`src/rtl/occ_pkg.sv`:
```
package occ_pkg;
  localparam int unsigned CW = 16;
  typedef logic [CW-1:0] cnt_t;
  typedef logic [3:0]    addr_t;

  typedef enum logic [1:0] {
    CKS_DIV2 = 2'd0,
    CKS_DIV4 = 2'd1,
    CKS_DIV8 = 2'd2,
    CKS_EXT  = 2'd3
  } cks_e;

  localparam addr_t A_CTLA  = 4'd0;
  localparam addr_t A_CTLB  = 4'd1;
  localparam addr_t A_STAT  = 4'd2;
  localparam addr_t A_CNTH  = 4'd3;
  localparam addr_t A_CNTL  = 4'd4;
  localparam addr_t A_CMP1H = 4'd5;
  localparam addr_t A_CMP1L = 4'd6;
  localparam addr_t A_CMP2H = 4'd7;
  localparam addr_t A_CMP2L = 4'd8;
  localparam addr_t A_CAPH  = 4'd9;
  localparam addr_t A_CAPL  = 4'd10;

  // control A fields
  localparam int unsigned CA_LVL_AFT = 0;
  localparam int unsigned CA_LVL_DUR = 1;
  localparam int unsigned CA_FRC1    = 2;
  localparam int unsigned CA_FRC2    = 3;
  localparam int unsigned CA_RISE    = 4;
  localparam int unsigned CA_CAPIE_G = 5;
  localparam int unsigned CA_CMPIE   = 6;
  // control B fields
  localparam int unsigned CB_OE1     = 0;
  localparam int unsigned CB_OE2     = 1;
  localparam int unsigned CB_ONEP    = 2;
  localparam int unsigned CB_PWM     = 3;
  localparam int unsigned CB_CKS_LO  = 4;
  localparam int unsigned CB_CAPIE_1 = 6;
  // status fields
  localparam int unsigned ST_CAP  = 0;
  localparam int unsigned ST_CMP1 = 1;
  localparam int unsigned ST_CMP2 = 2;
endpackage

```
`src/rtl/occ_rst_sync.sv`:
```
module occ_rst_sync #(
  parameter int unsigned STAGES = 2
) (
  input  logic clk,
  input  logic rst_n,
  output logic rst_sync_n
);
  logic [STAGES-1:0] chain_q;
  logic [STAGES-1:0] chain_d;

  always_comb chain_d = {chain_q[STAGES-2:0], 1'b1};

  always_ff @(posedge clk or negedge rst_n) begin
    if (!rst_n) chain_q <= '0;
    else        chain_q <= chain_d;
  end

  assign rst_sync_n = chain_q[STAGES-1];
endmodule

```
`src/rtl/occ_prescaler.sv`:
```
module occ_prescaler #(
  parameter int unsigned PRE_W = 3
) (
  input  logic       clk,
  input  logic       rst_n,
  input  logic [1:0] sel,
  input  logic       ext_tick,
  output logic       tick
);
  import occ_pkg::*;
  localparam int unsigned N_DIV = 3;

  logic [PRE_W-1:0] div_q;
  logic [PRE_W-1:0] div_d;
  logic [N_DIV-1:0] term;

  always_comb div_d = div_q + 1'b1;

  always_ff @(posedge clk or negedge rst_n) begin
    if (!rst_n) div_q <= '0;
    else        div_q <= div_d;
  end

  // term[k] fires once every 2^(k+1) clocks
  for (genvar k = 0; k < N_DIV; k++) begin : g_term
    assign term[k] = &div_q[k:0];
  end

  always_comb begin
    unique case (cks_e'(sel))
      CKS_DIV2: tick = term[0];
      CKS_DIV4: tick = term[1];
      CKS_DIV8: tick = term[2];
      default:  tick = ext_tick;
    endcase
  end
endmodule

```
`src/rtl/occ_capture.sv`:
```
module occ_capture #(
  parameter int unsigned W    = 16,
  parameter int unsigned SYNC = 2
) (
  input  logic         clk,
  input  logic         rst_n,
  input  logic         pin,
  input  logic         rise_sel,
  input  logic         rd_hi,
  input  logic         rd_lo,
  input  logic         take,
  input  logic [W-1:0] val,
  output logic         edge_act,
  output logic         locked,
  output logic [W-1:0] cap_q
);
  logic [SYNC-1:0] sync_q, sync_d;
  logic            prev_q;
  logic            lock_q, lock_d;
  logic [W-1:0]    cap_d;
  logic            lvl;

  assign lvl = sync_q[SYNC-1];

  always_comb begin
    sync_d = {sync_q[SYNC-2:0], pin};
    lock_d = lock_q;
    if (rd_hi)      lock_d = 1'b1;
    else if (rd_lo) lock_d = 1'b0;
    cap_d = take ? val : cap_q;
  end

  always_ff @(posedge clk or negedge rst_n) begin
    if (!rst_n) begin
      sync_q <= '0;
      prev_q <= 1'b0;
      lock_q <= 1'b0;
      cap_q  <= '0;
    end else begin
      sync_q <= sync_d;
      prev_q <= lvl;
      lock_q <= lock_d;
      cap_q  <= cap_d;
    end
  end

  assign edge_act = rise_sel ? (lvl & ~prev_q) : (~lvl & prev_q);
  assign locked   = lock_q;
endmodule

```
`src/rtl/occ_compare.sv`:
```
module occ_compare #(
  parameter int unsigned W     = 16,
  parameter logic [W-1:0] RST_VAL = '1
) (
  input  logic         clk,
  input  logic         rst_n,
  input  logic         wr_hi,
  input  logic         wr_lo,
  input  logic [7:0]   wdata,
  input  logic         tick,
  input  logic [W-1:0] cnt_next,
  output logic [W-1:0] cmp_q,
  output logic         locked,
  output logic         hit
);
  localparam int unsigned HI_W = W - 8;

  logic [W-1:0] cmp_d;
  logic         lock_q, lock_d;

  always_comb begin
    cmp_d  = cmp_q;
    lock_d = lock_q;
    if (wr_hi) begin
      cmp_d  = {wdata[HI_W-1:0], cmp_q[7:0]};
      lock_d = 1'b1;
    end else if (wr_lo) begin
      cmp_d  = {cmp_q[W-1:8], wdata};
      lock_d = 1'b0;
    end
  end

  always_ff @(posedge clk or negedge rst_n) begin
    if (!rst_n) begin
      cmp_q  <= RST_VAL;
      lock_q <= 1'b0;
    end else begin
      cmp_q  <= cmp_d;
      lock_q <= lock_d;
    end
  end

  // match on the clock at which the counter advances onto the value
  assign hit    = tick & ~lock_q & (cnt_next == cmp_q);
  assign locked = lock_q;
endmodule

```
`src/rtl/occ_timer.sv`:
```
module occ_timer
  import occ_pkg::*;
#(
  parameter int unsigned PRE_W     = 3,
  parameter int unsigned SYNC      = 2,
  parameter int unsigned RST_STG   = 2,
  parameter logic [15:0] RELOAD    = 16'hFFFC,
  parameter logic [6:0]  CTLB_RST  = 7'h30
) (
  input  logic       clk,
  input  logic       rst_n,
  input  logic [3:0] reg_addr,
  input  logic       reg_wr,
  input  logic       reg_rd,
  input  logic [7:0] reg_wdata,
  output logic [7:0] reg_rdata,
  input  logic       cap_in,
  input  logic       ext_tick,
  output logic       cmp1_out,
  output logic       cmp2_out,
  output logic       irq
);
  localparam int unsigned N_CMP = 2;
  localparam int unsigned N_ST  = 3;
  localparam cnt_t        WRAP_END = cnt_t'(RELOAD + RELOAD);

  logic rst_i_n;
  occ_rst_sync #(.STAGES(RST_STG)) u_rst (
    .clk(clk), .rst_n(rst_n), .rst_sync_n(rst_i_n)
  );

  // ---------------- registers ----------------
  logic [6:0]      ctla_q, ctla_d, ctlb_q, ctlb_d;
  logic [N_ST-1:0] stat_q, stat_d;
  cnt_t            cnt_q, cnt_d, cnt_inc;
  logic            pulse_q, pulse_d;
  logic            pin1_q, pin1_d, pin2_q, pin2_d;

  // ---------------- field decode ----------------
  logic lvl1, lvl2, frc1, frc2, rise, capie_g, cmpie;
  logic oe1, oe2, opm_on, pwm_on, capie_1;
  logic [1:0] cks;
  assign lvl1    = ctla_q[CA_LVL_AFT];
  assign lvl2    = ctla_q[CA_LVL_DUR];
  assign frc1    = ctla_q[CA_FRC1];
  assign frc2    = ctla_q[CA_FRC2];
  assign rise    = ctla_q[CA_RISE];
  assign capie_g = ctla_q[CA_CAPIE_G];
  assign cmpie   = ctla_q[CA_CMPIE];
  assign oe1     = ctlb_q[CB_OE1];
  assign oe2     = ctlb_q[CB_OE2];
  assign opm_on  = ctlb_q[CB_ONEP];
  assign pwm_on  = ctlb_q[CB_PWM];
  assign cks     = ctlb_q[CB_CKS_LO +: 2];
  assign capie_1 = ctlb_q[CB_CAPIE_1];

  // ---------------- access strobes ----------------
  logic wr_ctla, wr_ctlb, wr_stat, rd_caph, rd_capl;
  assign wr_ctla = reg_wr && (reg_addr == A_CTLA);
  assign wr_ctlb = reg_wr && (reg_addr == A_CTLB);
  assign wr_stat = reg_wr && (reg_addr == A_STAT);
  assign rd_caph = reg_rd && (reg_addr == A_CAPH);
  assign rd_capl = reg_rd && (reg_addr == A_CAPL);

  // ---------------- tick source ----------------
  logic tick;
  occ_prescaler #(.PRE_W(PRE_W)) u_pre (
    .clk(clk), .rst_n(rst_i_n), .sel(cks), .ext_tick(ext_tick), .tick(tick)
  );

  // ---------------- capture channel ----------------
  logic cap_edge, cap_lock, cap_take, opm_sel, opm_go;
  cnt_t cap_q, cap_val;

  assign opm_sel  = opm_on & ~pwm_on;
  assign cap_take = cap_edge & ~cap_lock;
  assign opm_go   = opm_sel & cap_take;
  assign cap_val  = opm_go ? RELOAD : cnt_q;

  occ_capture #(.W(CW), .SYNC(SYNC)) u_cap (
    .clk(clk), .rst_n(rst_i_n), .pin(cap_in), .rise_sel(rise),
    .rd_hi(rd_caph), .rd_lo(rd_capl), .take(cap_take), .val(cap_val),
    .edge_act(cap_edge), .locked(cap_lock), .cap_q(cap_q)
  );

  // ---------------- compare channels ----------------
  cnt_t             cmp_val [N_CMP];
  logic [N_CMP-1:0] cmp_lock, cmp_hit;

  assign cnt_inc = cnt_q + 1'b1;

  for (genvar i = 0; i < N_CMP; i++) begin : g_cmp
    logic wr_hi_i, wr_lo_i;
    assign wr_hi_i = reg_wr && (reg_addr == addr_t'(A_CMP1H + addr_t'(2 * i)));
    assign wr_lo_i = reg_wr && (reg_addr == addr_t'(A_CMP1L + addr_t'(2 * i)));
    occ_compare #(.W(CW)) u_cmp (
      .clk(clk), .rst_n(rst_i_n), .wr_hi(wr_hi_i), .wr_lo(wr_lo_i),
      .wdata(reg_wdata), .tick(tick), .cnt_next(cnt_inc),
      .cmp_q(cmp_val[i]), .locked(cmp_lock[i]), .hit(cmp_hit[i])
    );
  end

  // pulse end: a reload-valued compare spans a full reload-length pulse
  cnt_t opm_target;
  logic opm_end;
  assign opm_target = (cmp_val[0] == RELOAD) ? WRAP_END : cmp_val[0];
  assign opm_end    = pulse_q & opm_sel & ~cmp_lock[0] & tick & (cnt_inc == opm_target);

  // ---------------- next state ----------------
  always_comb begin
    ctla_d = wr_ctla ? reg_wdata[6:0] : ctla_q;
    ctlb_d = wr_ctlb ? reg_wdata[6:0] : ctlb_q;

    if (opm_go)    cnt_d = RELOAD;
    else if (tick) cnt_d = cnt_inc;
    else           cnt_d = cnt_q;

    if (!opm_sel)     pulse_d = 1'b0;
    else if (opm_go)  pulse_d = 1'b1;
    else if (opm_end) pulse_d = 1'b0;
    else              pulse_d = pulse_q;

    pin1_d = pin1_q;
    if (opm_sel) begin
      if (opm_go)       pin1_d = lvl2;
      else if (opm_end) pin1_d = lvl1;
    end else if (frc1 && !pwm_on) begin
      pin1_d = lvl1;
    end else if (cmp_hit[0]) begin
      pin1_d = lvl1;
    end

    pin2_d = pin2_q;
    if (frc2)            pin2_d = lvl2;
    else if (cmp_hit[1]) pin2_d = lvl2;

    stat_d = stat_q;
    if (wr_stat) stat_d = stat_q & ~reg_wdata[N_ST-1:0];
    if (cap_take)               stat_d[ST_CAP]  = 1'b1;
    if (cmp_hit[0] && !opm_sel) stat_d[ST_CMP1] = 1'b1;
    if (cmp_hit[1])             stat_d[ST_CMP2] = 1'b1;
  end

  // ---------------- state registers ----------------
  always_ff @(posedge clk or negedge rst_i_n) begin
    if (!rst_i_n) begin
      ctla_q  <= '0;
      ctlb_q  <= CTLB_RST;
      stat_q  <= '0;
      cnt_q   <= '0;
      pulse_q <= 1'b0;
      pin1_q  <= 1'b0;
      pin2_q  <= 1'b0;
    end else begin
      ctla_q  <= ctla_d;
      ctlb_q  <= ctlb_d;
      stat_q  <= stat_d;
      cnt_q   <= cnt_d;
      pulse_q <= pulse_d;
      pin1_q  <= pin1_d;
      pin2_q  <= pin2_d;
    end
  end

  // ---------------- outputs ----------------
  assign cmp1_out = oe1 & pin1_q;
  assign cmp2_out = oe2 & pin2_q;
  assign irq = (stat_q[ST_CAP] & (capie_g | capie_1))
             | (cmpie & (stat_q[ST_CMP1] | stat_q[ST_CMP2]));

  always_comb begin
    unique case (reg_addr)
      A_CTLA:  reg_rdata = {1'b0, ctla_q};
      A_CTLB:  reg_rdata = {1'b0, ctlb_q};
      A_STAT:  reg_rdata = {{(8-N_ST){1'b0}}, stat_q};
      A_CNTH:  reg_rdata = cnt_q[15:8];
      A_CNTL:  reg_rdata = cnt_q[7:0];
      A_CMP1H: reg_rdata = cmp_val[0][15:8];
      A_CMP1L: reg_rdata = cmp_val[0][7:0];
      A_CMP2H: reg_rdata = cmp_val[1][15:8];
      A_CMP2L: reg_rdata = cmp_val[1][7:0];
      A_CAPH:  reg_rdata = cap_q[15:8];
      A_CAPL:  reg_rdata = cap_q[7:0];
      default: reg_rdata = 8'h00;
    endcase
  end
endmodule

```
`config.mk`:
```
export PLATFORM = sky130hd
export DESIGN_NAME = occ_timer
export DESIGN_NICKNAME = d
export VERILOG_FILES = /design/src/rtl/occ_pkg.sv /design/src/rtl/occ_rst_sync.sv /design/src/rtl/occ_prescaler.sv /design/src/rtl/occ_capture.sv /design/src/rtl/occ_compare.sv /design/src/rtl/occ_timer.sv
export SDC_FILE = /design/constraint.sdc
export NUM_CORES = 1
export LEC_CHECK = 0
export ABC_CLOCK_PERIOD_IN_PS = 3250
export CAP_MARGIN = 20
export CORE_AREA = 3 3 129 81
export CTS_BUF_LIST = sky130_fd_sc_hd__clkbuf_4 sky130_fd_sc_hd__clkbuf_8
export CTS_CLUSTER_DIAMETER = 50
export CTS_CLUSTER_SIZE = 28
export DETAILED_ROUTE_END_ITERATION = 12
export DIE_AREA = 0 0 132 84
export PLACE_DENSITY = 0.82
export SYNTH_ARGS = -nofsm -noshare
export SYNTH_HDL_FRONTEND = slang
export SYNTH_SLANG_ARGS = --single-unit
```
`constraint.sdc`:
```
create_clock -name clk -period 3.25 [get_ports clk]
set_input_delay 0.8125 -clock clk [delete_from_list [all_inputs] [get_ports clk]]
set_output_delay 0.8125 -clock clk [all_outputs]
set_load 0.05 [all_outputs]
```
==> flow_summary_export.csv, run 1 <==
group,metric,value,unit
synth,yosysTopAreaCell,"dfrtp_1",
synth,yosysSeqAreaShare,41.3,%
floorplan,chipWidth,132,µm
timing,fin_skew,0.0121,ns
cts,tritoncts,"built",
setup_path,slowest_stage,"dlygate4sd2_1",
place,place_congestion,1.09,
drt,vias_per_cell,6.63,
synth,ys_seq_elements,95,
synth,async_reset_ff_share,100,%
place,dp_hpwl,15100,µm
timing,period_share,96.4,%
setup_path,criticalPathCategory,"in2out",
layout,areaGrowthSynthToFinish,18.3,%
synth,syn_inst,609,
global_route,gr-total-overflow,0,
cts,cts_max_level,3,
global_route,grt_first_pass_wirelength,30200,µm
timing,fin_ws,0.118,ns
power,p_switching,2.47,mW
place,numPortBuffers,28,
cts,cts-root-buf,"clkbuf_8",
power,p_int,3.01,mW
synth,synth_edf_count,0,
floorplan,die_height,84,µm
synth,synth_cell_type_count,63,
setup_path,start_kind,"input port",
power,switching_share,45.0,%
floorplan,rows,27,
synth,synth_nets,630,
global_route,grt_pass1_vias,5084,
outcome,status,"finished clean",
floorplan,ios,29,
floorplan,core_area,9220,µm²
setup_path,worstPathCellList,"dlygate4sd2_1 -> mux2_2 -> a22o_1 -> a22oi_1 -> o21ai_1 -> buf_12",
drt,drtAntennaViolNets,0,
setup_path,crit_arrival,2.32,ns
global_route,grt_max_degree,87,
layout,final_common_cell,"buf_4",
layout,layout_common_cells,"61 x buf_4, 60 x dfrtp_1, 55 x mux2_2",
layout,drive_gt1_share,29.7,%
power,pwr-share-comb,46.4,%
timing,setup-violations-final,0,
timing,max_freq,319,MHz
cts,cts_max_path_buffers,2,
power,p_per_area,790,nW/µm²
power,seqPwrFrac,39.1,%
power,ir_drop,0.000532,V
cts,clock_latency,0.39,ns
power,total_power,5.48,mW
synth,ys_top_cells_by_area,"dfrtp_1 26%, dfstp_2 15%, mux2_2 11%",
setup_path,worst-path-buf-inv,2,
floorplan,start_util,63.6,%
cts,clock_sinks,95,
setup_path,crit_required,2.44,ns
drt,totalWireLength,20000,µm
timing,relSlewSlack,54.4,%
synth,synth_area,5860,µm²
cts,cts.clk_slew.worst_paths,0.10,ns
layout,layout.cells.non_filler,804,
timing,grt_setup_unrepaired,"false",
synth,postSynthAreaPerCell,9.63,µm²
drt,drtPass1Iterations,6,
timing,final.setup.tns,0,ns
timing,period_needed,3.13,ns
setup_path,crit_family,"buffers and inverters",
global_route,antenna_found_initial,1,
layout,fillers,646,
synth,synth_top_area_share,26.0,%
cts,cts-buffers-inserted,9,
global_route,grt_usage,36.4,%
setup_path,endpoint_kind,"output port",
drt,drc,0,
power,power.share.clock,14.5,%
setup_path,cp_max_fo,8,
layout,seq_area,2420,µm²
floorplan,dieArea,11100,µm²
timing,hold_violations,0,
drt,drt-initial-drc-count,948,
timing,drv_slew,0,
synth,yosysWarnings,0,
cts,cts_setup_buffers,0,
power,p_leak,2.79,nW
place,pre_cts_slack,-0.155,ns
layout,multiInputGateArea,3260,µm²
flow_run,maxCapViolations,0,
layout,fin_nets,689,
synth,ys_dominant_reg_cell,"dfrtp_1",
setup_path,slowest_delay,0.42,ns
place,placed_cells,786,
worst_hold_path,hold_path_class,"reg2async",
drt,routedWlPerCell,24.8,µm
drt,vias,5331,
timing,tightest_slew,0.666,ns
## cell usage after synthesis (all sizes together) (4+ instances only)
| master | n |
|---|---|
| clkbuf | 26 |
| and4 | 5 |
| a21oi | 33 |
| nor4 | 8 |
| a211oi | 4 |
| and2 | 6 |
| o21ai | 32 |
| a22o | 5 |
| xor2 | 21 |
| nor3 | 11 |
| o2111ai | 5 |
| and3 | 9 |
| or3 | 5 |
| nand3 | 24 |
| nor3b | 5 |
| dfstp | 34 |
| buf | 17 |
| nand2b | 6 |
| nor2 | 51 |
| mux2i | 14 |
| o22ai | 4 |
| nand2 | 54 |
| inv | 8 |
| nand3b | 5 |
| a22oi | 8 |
| nor2b | 10 |
| a31oi | 12 |
| xnor2 | 28 |
| mux2 | 57 |
| nand4 | 11 |
| dfrtp | 61 |
## kinds of logic (layout without fill, tap and decap cells)
family	Yosys count	after routing	share of synthesized area, %
flip-flops	95	95	41.3
multiplexers	74	74	14.5
AO/OA/AOI/OAI	120	120	12.8
XOR/XNOR	49	49	7.45
adder cells (fa/ha/maj)	3	3	0.640
other	1	2	0.0640
AND/OR/NAND/NOR	216	216	19.7
buffers and inverters	51	115	3.63
## flip-flops by register name, indices dropped and copies added (netlist names)
name and flops:
stat_q 3, pin2_q 1, pin1_q 1, g_cmp.u_cmp.locked 2
ctlb_q 7, ctla_q 7, u_cap.sync_q 2, g_cmp.u_cmp.cmp_q 32
cnt_q 16, u_pre.div_q 3, u_cap.locked 1, pulse_q 1
u_cap.cap_q 16, u_rst.chain_q 2, u_cap.prev_q 1
## final timing paths
kind / startpoint / endpoint / slack [ns] / cells after the start
min in group clk: u_rst.chain_q[0] / u_rst.chain_q[1] / 0.36 / 0
max reg2reg: cnt_q[12] / pin1_q / 0.14 / 9
min: u_rst.chain_q[1] / ctlb_q[1] / 0.19 / 0
max in group asynchronous: u_rst.chain_q[1] / g_cmp[0].u_cmp.cmp_q[4] / 2.21 / 2
max: reg_addr[0] / reg_rdata[7] / 0.12 / 6
min reg2reg: u_rst.chain_q[1] / ctlb_q[1] / 0.19 / 0
## what timing repair did
action                     in CTS  in global routing
setup endpoints to repair       8                  0
hold buffers                    0                  0
gates resized for setup         6                  0
## metal layers
layer	vias up	global-route usage, %	part of all wire [%]
li1	2305	-	-
met1	2597	54.4	42
met2	391	50.2	41
met3	38	11.7	15
met4	0	10.1	1.9
met5	-	0	0
## power by group through the flow
stage	registers, mW	clock network (mW)	logic, mW
after detailed placement	2.13	0	2.44
final	2.14	0.796	2.54
after global routing	2.16	0.857	2.70
after global placement	2.12	0	2.36
after CTS	2.11	0.806	2.45
after floorplan	1.83	0	1.77
## cell type report
type / instances / share of cell area, %
timing repair buffer: 91 / 12.4
clock buffer: 10 / 1.98
tap: 130 / 2.34
antenna: 1 / 0.0361
clock inverter: 6 / 0.830
inverter: 8 / 0.433
multi-input combinational: 463 / 47.0
sequential: 95 / 34.9
## through the flow
step	util [%]	cell area [µm²]	hold WS, ns
2_1_floorplan	-	5890	0.331
3_3_place_gp	72.8	6710	0.333
3_5_place_dp	72.8	6710	0.336
4_1_cts	74.9	6910	0.360
5_1_grt	75.2	6940	0.211
6_report	75.2	6940	0.193
Power figures use the tool's default switching activity.
==> run 2: changes to the inputs <==
--- a/config.mk
+++ b/config.mk
@@ -7,13 +7,14 @@
 export LEC_CHECK = 0
 export ABC_CLOCK_PERIOD_IN_PS = 3250
 export CAP_MARGIN = 20
-export CORE_AREA = 3 3 129 81
+export CORE_AREA = 3 3 116 90
 export CTS_BUF_LIST = sky130_fd_sc_hd__clkbuf_4 sky130_fd_sc_hd__clkbuf_8
 export CTS_CLUSTER_DIAMETER = 50
 export CTS_CLUSTER_SIZE = 28
 export DETAILED_ROUTE_END_ITERATION = 12
-export DIE_AREA = 0 0 132 84
+export DIE_AREA = 0 0 119 93
 export PLACE_DENSITY = 0.82
 export SYNTH_ARGS = -nofsm -noshare
 export SYNTH_HDL_FRONTEND = slang
 export SYNTH_SLANG_ARGS = --single-unit
+export TNS_END_PERCENT = 50
==> flow_summary_export.csv, run 2 (synthesis gave the netlist of run 1 again) <==
group,metric,value,unit
setup_path,start_kind,"input port",
setup_path,crit_required,2.44,ns
global_route,grt_max_degree,52,
floorplan,dieArea,11100,µm²
floorplan,die_height,93,µm
floorplan,chipWidth,119,µm
drt,drtAntennaViolNets,0,
floorplan,core_area,9500,µm²
layout,final_common_cell,"dfrtp_1",
setup_path,ff2ff_path_depth,9,
layout,largestRegisters,"g_cmp.u_cmp.cmp_q x32, cnt_q x16, u_cap.cap_q x16",
cts,tritoncts,"built",
cts,cts-root-buf,"clkbuf_8",
timing,drv_slew,0,
cts,cts-buffers-inserted,9,
timing,period_share,97.3,%
place,placed_cells,789,
layout,areaGrowthSynthToFinish,18.9,%
power,ir_drop,0.000512,V
cts,ctsHoldBuffers,0,
layout,largest_register_ffs,32,
timing,tightest_slew,0.637,ns
drt,vias,5405,
place,place_congestion,1.01,
timing,grt_setup_unrepaired,"false",
floorplan,ios,29,
layout,top_register,"g_cmp.u_cmp.cmp_q",
drt,routedWlPerCell,24.5,µm
layout,n_antenna_cell,0,
setup_path,criticalPathCategory,"in2out",
cts,clock_latency,0.40,ns
timing,fin_skew,0.0228,ns
outcome,status,"finished clean",
layout,fin_nets,691,
setup_path,cp_max_fo,4,
floorplan,start_util,61.7,%
flow_run,maxCapViolations,0,
cts,cts_max_level,3,
global_route,antenna_found_initial,1,
cts,cts_max_path_buffers,2,
timing,period_needed,3.16,ns
drt,drtPass1Iterations,6,
setup_path,crit_arrival,2.35,ns
worst_hold_path,hold_path_class,"reg2async",
place,dp_hpwl,14500,µm
global_route,grt_usage,37.0,%
place,numPortBuffers,28,
setup_path,endpoint_kind,"output port",
drt,drc,0,
timing,relSlewSlack,57.6,%
power,total_power,5.55,mW
drt,drt-initial-drc-count,871,
timing,max_freq,316,MHz
timing,hold_violations,0,
layout,layout_common_cells,"60 x dfrtp_1, 59 x buf_4, 55 x mux2_2",
drt,vias_per_cell,6.70,
power,p_per_area,797,nW/µm²
floorplan,rows,31,
global_route,grt_first_pass_wirelength,30300,µm
global_route,grt_pass1_vias,5103,
cts,cts.clk_slew.worst_paths,0.12,ns
layout,drive_gt1_share,29.9,%
cts,clock_sinks,95,
global_route,gr-total-overflow,0,
timing,setup-violations-final,0,
drt,totalWireLength,19800,µm
layout,layout.cells.non_filler,807,
power,p_leak,2.80,nW
## run 2: cell count changes in the layout (fill, tap and decap cells not counted), sizes merged
cell	change
dlygate4sd2	-1
inv	-2
buf	+2
clkinv	+2
diode	-1
bufinv	+1
## run 2: routing by layer
metal  GRT usage [%]  up-vias  part of all wire, %
met4            16.4        2                  4.5
met2            51.3      405                   41
met1            54.4     2590                   41
met5               0        -                0.040
li1                -     2315                    -
met3            9.55       93                   13
## run 2: worst max-delay path, stage by stage
cell and delay, ns:
dlygate4sd2_1 0.30, nor2b_1 0.21, buf_4 0.15, a22oi_1 0.16, o21ai_0 0.10, a211oi_1 0.27, o21ai_1 0.16, buf_12 0.18
## run 2: area by class of cell
class / instances / area (µm²)
Fill cell: 702 / 2530
Sequential cell: 95 / 2420
Timing Repair Buffer: 93 / 873
Inverter: 8 / 30.0
Multi-Input combinational cell: 463 / 3250
Clock inverter: 7 / 100
Clock buffer: 9 / 124
Tap cell: 132 / 165
## run 2: what timing repair did
item	CTS	global route
endpoints found under the setup margin	8	3
buffers inserted	1	0
resized for setup	10	4
cloned	1	0
## run 2: worst paths after layout
path | start | to | slack [ns]
setup / recovery | reg_addr[0] | reg_rdata[0] | 0.09
hold / removal | u_rst.chain_q[1] | g_cmp[1].u_cmp.locked | 0.34
setup reg to reg | cnt_q[0] | pin1_q | 0.34
hold reg to reg | u_rst.chain_q[1] | g_cmp[1].u_cmp.locked | 0.34
max in group asynchronous | u_rst.chain_q[1] | g_cmp[1].u_cmp.cmp_q[7] | 2.16
min in group clk | u_cap.sync_q[0] | u_cap.sync_q[1] | 0.37
## run 2: per-stage QoR
step | setup WS [ns] | area, µm² | setup TNS (ns) | utilization (%) | hold slack, ns
floorplan | -0.211 | 5870 | -0.589 | - | 0.331
global placement | -0.262 | 6720 | -1.08 | 70.7 | 0.336
detailed placement | -0.211 | 6720 | -1.07 | 70.7 | 0.342
CTS | 0.103 | 6960 | 0 | 73.3 | 0.371
global route | 0.0257 | 6970 | 0 | 73.3 | 0.367
finish | 0.0863 | 6970 | 0 | 73.3 | 0.340
## run 2: report_power, final
group | switching [mW] | internal [mW]
Combinational | 1.45 | 1.10
Clock | 0.504 | 0.381
Sequential | 0.517 | 1.60
Total | 2.47 | 3.08
